===== src/rtl/hit_binner_pkg.sv =====
package hit_binner_pkg;

    localparam int DEF_WIRES = 12;
    localparam int DEF_BINS  = 6;
    localparam int DEF_CNT_W = 8;

    // Position of a wire/bin flag inside the packed output word
    function automatic int flag_index(input int wire_idx, input int bin_idx, input int nbins);
        return wire_idx * nbins + bin_idx;
    endfunction

endpackage


===== src/rtl/hit_window_timer.sv =====
module hit_window_timer #(
    parameter int CNT_W = hit_binner_pkg::DEF_CNT_W
) (
    input  logic             clk,
    input  logic             rst_n,
    input  logic             restart,
    input  logic [CNT_W-1:0] win_len,
    output logic [CNT_W-1:0] pos,
    output logic             active,
    output logic             last
);

    typedef struct packed {
        logic [CNT_W-1:0] cnt;
        logic             act;
    } tmr_state_t;

    tmr_state_t st_d, st_q;
    logic [CNT_W:0] next_pos;

    always_comb begin
        st_d     = st_q;
        next_pos = {1'b0, st_q.cnt} + {{CNT_W{1'b0}}, 1'b1};
        last     = st_q.act && (next_pos == {1'b0, win_len});
        if (restart) begin
            st_d.cnt = '0;
            st_d.act = 1'b1;
        end else if (last) begin
            st_d.act = 1'b0;
        end else if (st_q.act) begin
            st_d.cnt = next_pos[CNT_W-1:0];
        end
    end

    always_ff @(posedge clk) begin
        if (!rst_n) begin
            st_q <= '0;
        end else begin
            st_q <= st_d;
        end
    end

    assign pos    = st_q.cnt;
    assign active = st_q.act;

endmodule


===== src/rtl/bin_locator.sv =====
module bin_locator #(
    parameter int NUM_BINS = hit_binner_pkg::DEF_BINS,
    parameter int CNT_W    = hit_binner_pkg::DEF_CNT_W,
    localparam int EDGE_W  = (NUM_BINS - 1) * CNT_W
) (
    input  logic [CNT_W-1:0]    pos,
    input  logic [EDGE_W-1:0]   edges,
    input  logic [EDGE_W-1:0]   guards,
    output logic [NUM_BINS-1:0] sel,
    output logic                in_guard
);

    logic [NUM_BINS-1:0] reached;
    logic [NUM_BINS-1:0] guard_hit;

    assign reached[0]   = 1'b1;
    assign guard_hit[0] = 1'b0;

    generate
        for (genvar k = 1; k < NUM_BINS; k++) begin : g_edge
            logic [CNT_W-1:0] start_k;
            logic [CNT_W:0]   guard_end_k;
            always_comb begin
                start_k      = edges[(k-1)*CNT_W +: CNT_W];
                guard_end_k  = {1'b0, start_k} + {1'b0, guards[(k-1)*CNT_W +: CNT_W]};
                reached[k]   = (pos >= start_k);
                guard_hit[k] = ({1'b0, pos} < guard_end_k);
            end
        end
        for (genvar k = 0; k < NUM_BINS - 1; k++) begin : g_sel
            assign sel[k] = reached[k] & ~reached[k+1];
        end
    endgenerate

    assign sel[NUM_BINS-1] = reached[NUM_BINS-1];
    assign in_guard        = |(sel & guard_hit);

endmodule


===== src/rtl/wire_bin_accum.sv =====
module wire_bin_accum #(
    parameter int NUM_BINS = hit_binner_pkg::DEF_BINS
) (
    input  logic                clk,
    input  logic                rst_n,
    input  logic                clear,
    input  logic                sample_en,
    input  logic                wire_smp,
    input  logic [NUM_BINS-1:0] sel,
    input  logic                in_guard,
    output logic [NUM_BINS-1:0] flags_upd
);

    logic [NUM_BINS-1:0] flags_d, flags_q;
    logic [NUM_BINS-1:0] prev_flags;
    logic                prev_set;
    logic                take;

    always_comb begin
        prev_flags = {flags_q[NUM_BINS-2:0], 1'b0};
        prev_set   = |(sel & prev_flags);
        take       = sample_en && wire_smp && !(in_guard && prev_set);
        flags_upd  = flags_q | (sel & {NUM_BINS{take}});
        flags_d    = clear ? '0 : flags_upd;
    end

    always_ff @(posedge clk) begin
        if (!rst_n) begin
            flags_q <= '0;
        end else begin
            flags_q <= flags_d;
        end
    end

endmodule


===== src/rtl/hit_time_binner.sv =====
module hit_time_binner #(
    parameter int NUM_WIRES = hit_binner_pkg::DEF_WIRES,
    parameter int NUM_BINS  = hit_binner_pkg::DEF_BINS,
    parameter int CNT_W     = hit_binner_pkg::DEF_CNT_W,
    localparam int EDGE_W   = (NUM_BINS - 1) * CNT_W,
    localparam int WORD_W   = NUM_WIRES * NUM_BINS
) (
    input  logic                 clk,
    input  logic                 rst_n,
    input  logic                 xing_start,
    input  logic [NUM_WIRES-1:0] wire_lvl,
    input  logic [EDGE_W-1:0]    cfg_bin_edge,
    input  logic [EDGE_W-1:0]    cfg_guard_len,
    input  logic [CNT_W-1:0]     cfg_win_len,
    output logic [WORD_W-1:0]    hit_word,
    output logic                 hit_word_valid
);

    typedef struct packed {
        logic [NUM_WIRES-1:0] wire_smp;
        logic [EDGE_W-1:0]    edges;
        logic [EDGE_W-1:0]    guards;
        logic [CNT_W-1:0]     win_len;
        logic [WORD_W-1:0]    word;
        logic                 valid;
    } top_state_t;

    top_state_t st_d, st_q;

    logic [CNT_W-1:0]    pos;
    logic                active;
    logic                last;
    logic [NUM_BINS-1:0] sel;
    logic                in_guard;
    logic [WORD_W-1:0]   upd_word;

    hit_window_timer #(.CNT_W(CNT_W)) timer_i (
        .clk     (clk),
        .rst_n   (rst_n),
        .restart (xing_start),
        .win_len (st_q.win_len),
        .pos     (pos),
        .active  (active),
        .last    (last)
    );

    bin_locator #(.NUM_BINS(NUM_BINS), .CNT_W(CNT_W)) locator_i (
        .pos      (pos),
        .edges    (st_q.edges),
        .guards   (st_q.guards),
        .sel      (sel),
        .in_guard (in_guard)
    );

    generate
        for (genvar w = 0; w < NUM_WIRES; w++) begin : g_wire
            localparam int BASE = hit_binner_pkg::flag_index(w, 0, NUM_BINS);
            wire_bin_accum #(.NUM_BINS(NUM_BINS)) accum_i (
                .clk       (clk),
                .rst_n     (rst_n),
                .clear     (xing_start | last),
                .sample_en (active),
                .wire_smp  (st_q.wire_smp[w]),
                .sel       (sel),
                .in_guard  (in_guard),
                .flags_upd (upd_word[BASE +: NUM_BINS])
            );
        end
    endgenerate

    always_comb begin
        st_d          = st_q;
        st_d.wire_smp = wire_lvl;
        st_d.valid    = last;
        if (xing_start) begin
            st_d.edges   = cfg_bin_edge;
            st_d.guards  = cfg_guard_len;
            st_d.win_len = cfg_win_len;
        end
        if (last) begin
            st_d.word = upd_word;
        end
    end

    always_ff @(posedge clk) begin
        if (!rst_n) begin
            st_q <= '0;
        end else begin
            st_q <= st_d;
        end
    end

    assign hit_word       = st_q.word;
    assign hit_word_valid = st_q.valid;

endmodule


===== config.mk =====
export PLATFORM = sky130hd
export DESIGN_NAME = hit_time_binner
export DESIGN_NICKNAME = d
export VERILOG_FILES = /design/src/rtl/hit_binner_pkg.sv /design/src/rtl/hit_window_timer.sv /design/src/rtl/bin_locator.sv /design/src/rtl/wire_bin_accum.sv /design/src/rtl/hit_time_binner.sv
export SDC_FILE = /design/constraint.sdc
export NUM_CORES = 1
export LEC_CHECK = 0
export ABC_CLOCK_PERIOD_IN_PS = 5600
export BUFFER_PORTS_ARGS = -buffer_cell sky130_fd_sc_hd__buf_2
export CAP_MARGIN = 5
export CORE_MARGIN = 8
export CORE_UTILIZATION = 30
export CTS_CLUSTER_SIZE = 20
export DETAILED_ROUTE_END_ITERATION = 10
export HOLD_SLACK_MARGIN = 0.1
export PLACE_DENSITY = 0.57
export SYNTH_ARGS = -nofsm -noshare
export SYNTH_HDL_FRONTEND = slang
export SYNTH_SLANG_ARGS = --single-unit
export TNS_END_PERCENT = 50

===== constraint.sdc =====
create_clock -name clk -period 5.6 [get_ports clk]
set_clock_uncertainty 0.05 [all_clocks]
set_input_delay 1.12 -clock clk [delete_from_list [all_inputs] [get_ports clk]]
set_output_delay 1.12 -clock clk [all_outputs]
set_load 0.03 [all_outputs]

==> results_dict.tcl <==
set metrics [dict create \
    status "complete, no violations" \
    clockBufferDepth 3 \
    chipWidth_microns 231 \
    synth-xor-area-share 0.0284 \
    worstSetupEndpointType "flip-flop" \
    clock_sinks 254 \
    finalCriticalPeriod_ns 4.42 \
    tightest_slew_ns 1.07 \
    avgSynthCellArea_sq_um 8.72 \
    routed_via_density 4.85 \
    clock.fmax_mhz 226 \
    p_per_area_mw_per_mm2 275 \
    grtUsageTotal 0.145 \
    crit_fanout 12 \
    pin_count 176 \
    cts_buffers 28 \
    cts_tree "yes" \
    cts-root-buf "clkbuf_16" \
    p_leak_nw 6.70 \
    synth-adder-area-share 0.112 \
    post-dp-hpwl_mm 27.7 \
    dr_total_vias 11061 \
    synth_compound_area_frac 0.185 \
    grt_first_pass_wirelength_mm 62.4 \
    ys_seq_elements 254 \
    yosysWarnings 0 \
    arrival_ns 4.84 \
    drt-initial-drc-count 716 \
    synth_area_sq_mm 0.0139 \
    vdd_drop_max_mv 0.217 \
    drc 0 \
    finalSetupTns_ns 0 \
    dieArea_sq_mm 0.0534 \
    antenna_cells 0 \
    place_congestion 0.803 \
    synthArstFlopShare 0 \
    postCtsSetupRepairBufs 0 \
    io_buffers 175 \
    synth_flop_cell "dfxtp_1" \
    required_ns 6.02 \
    ys_types 55 \
    antenna_found_initial 1 \
    start_kind "flip-flop" \
    hold_violations 0 \
    routed_wl_mm 39.4 \
    syn_inst 1591 \
    utilization 0.339 \
    grt_pass1_vias 10923 \
    rows 79 \
    drtPass1Iterations 5 \
    dieHeight_microns 231 \
    clk_latency_ns 0.57 \
    grt_max_degree 92 \
    finalCritPeriodShare 0.788 \
    cts_resized 0 \
    grt_overflow_total 0 \
    synth-seq-area-share 0.366 \
    start_util 0.301 \
    path_clk_slew_ns 0.06 \
    ant_nets 0 \
    drive_gt1_frac 0.166 \
    crit_type "reg -> reg" \
    synth_edf_count 0 \
    syn_to_final_growth_pct 12.6 \
    cap_violations 0 \
    synthMuxAreaShare 0.0642 \
    nNetsFinal 1875 \
    final_cell_mix "dfxtp_1, nand2_1, buf_2, ha_1, nor2_1" \
    report.final.slew_viol_count 0 \
    hold_buffers 0 \
    min_path_type "reg -> reg" \
    rsz0062_at_grt "false" \
    setup_viol 0 \
    syn_nets 1815 \
    synth_top_family_by_area "compound AO/OA/AOI/OAI gates" \
    synth-simple-area-share 0.153 \
    final_common_cell "dfxtp_1" \
    slew-limit-headroom 0.275 \
    wl_per_cell_microns 17.3 \
    core_area_sq_mm 0.0461 \
    htreeDepth 1 \
]
[worst max-delay path, cell delays in order, from the launching register on]
cell and delay [ns]:
dfxtp_1 0.33, ha_1 0.29, a21o_1 0.18, a21oi_1 0.21
o21bai_1 0.09, a21oi_1 0.23, o21bai_1 0.10, a21oi_1 0.19
xor2_1 0.10, ha_1 0.29, o21ai_0 0.08, a221oi_1 0.27
o211ai_1 0.21, a22o_1 0.30, a2111oi_4 0.31, buf_4 0.40
o211ai_1 0.39, o21ai_0 0.28
[flip-flops by register name, indices dropped and copies added (netlist names)]
register	count
g_wire.accum_i.flags_q	72
timer_i.pos	8
timer_i.active	1
st_q	100
hit_word	72
hit_word_valid	1
[logic make-up (layout without fill, tap and decap cells)]
logic type | after synthesis | in the layout
buf+inv | 229 | 311
fa+ha+maj | 121 | 121
mux | 89 | 89
flops | 254 | 254
compound gates | 400 | 400
simple gates | 453 | 453
xor+xnor | 45 | 45
[cell usage after synthesis, types with 2 or more instances]
cell type,number,share of area
nor2b_1,97,0.044
a211o_1,3,0.0019
nand3_1,8,0.0029
buf_2,16,0.0058
o21ai_2,12,0.0076
o211ai_1,5,0.0027
nand2_1,189,0.051
inv_1,60,0.016
nor3b_1,5,0.0027
a22o_1,8,0.0050
and2_1,13,0.0059
a21oi_1,42,0.015
xnor2_1,24,0.015
a31oi_1,77,0.035
a211oi_1,10,0.0054
buf_1,13,0.0035
clkbuf_1,54,0.015
o31a_1,2,0.0013
a221oi_1,2,0.0013
and3_1,7,0.0032
nor2_1,100,0.027
o21a_1,6,0.0032
buf_6,11,0.0089
mux2i_1,89,0.064
fa_1,5,0.0072
a21o_1,13,0.0070
o21bai_1,12,0.0065
nand4_1,5,0.0023
o21ai_0,92,0.033
o211ai_4,10,0.015
a222oi_1,5,0.0036
nand2b_1,16,0.0072
nor3_1,8,0.0029
dfxtp_1,254,0.37
o21ai_1,90,0.032
xor2_1,21,0.013
ha_1,116,0.10
buf_4,74,0.040
[layout make-up]
cell class	count	area, sq um
multi-input combinational	1108	7550
fill	4759	30400
timing repair buffer	199	1060
clock buffer	40	826
sequential	254	5080
clock inverter	12	118
inverter	60	225
tap	607	759
[report_power, final]
group	internal, mW	switching (mW)
Sequential	1.86	0.0417
Combinational	0.202	0.325
Clock	1.08	0.790
Total	3.14	1.16
[stage by stage]
step / power (mW) / hold slack, ns / cell area [sq um] / std cells / worst slack (ns)
final: 4.29 / 0.407 / 15600 / 2280 / 1.18
after global routing: 4.50 / 0.435 / 15600 / 2280 / 0.720
after CTS: 4.35 / 0.412 / 15600 / 2280 / 1.16
after detailed placement: 2.47 / 0.393 / 14700 / 2228 / 1.19
after global placement: 2.46 / 0.384 / 14700 / 2228 / 1.36
after floorplan: 2.31 / 0.376 / 13900 / 1591 / 2.03
[path summary, 6_finish.rpt]
path | from | endpoint | cells after the start | slack [ns]
worst min-delay path | g_wire[7].accum_i.flags_q[5]$_SDFF_PP0_ | g_wire[7].accum_i.flags_q[5]$_SDFF_PP0_ | 2 | 0.41
worst max-delay path | st_q[106]$_SDFFE_PN0P_ | g_wire[0].accum_i.flags_q[1]$_SDFF_PP0_ | 17 | 1.18
worst min register to register | g_wire[7].accum_i.flags_q[5]$_SDFF_PP0_ | g_wire[7].accum_i.flags_q[5]$_SDFF_PP0_ | 2 | 0.41
worst max register to register | st_q[106]$_SDFFE_PN0P_ | g_wire[0].accum_i.flags_q[1]$_SDFF_PP0_ | 17 | 1.18
[routing by layer]
layer | global-route usage | vias to the layer above | wire length [microns]
met1 | 0.190 | 5142 | 17900
met2 | 0.240 | 311 | 18000
met3 | 0.0270 | 54 | 2420
met5 | 0 | - | 0
met4 | 0.0414 | 0 | 1140
li1 | - | 5554 | -
Note: power is estimated with default switching activity, not from simulation.
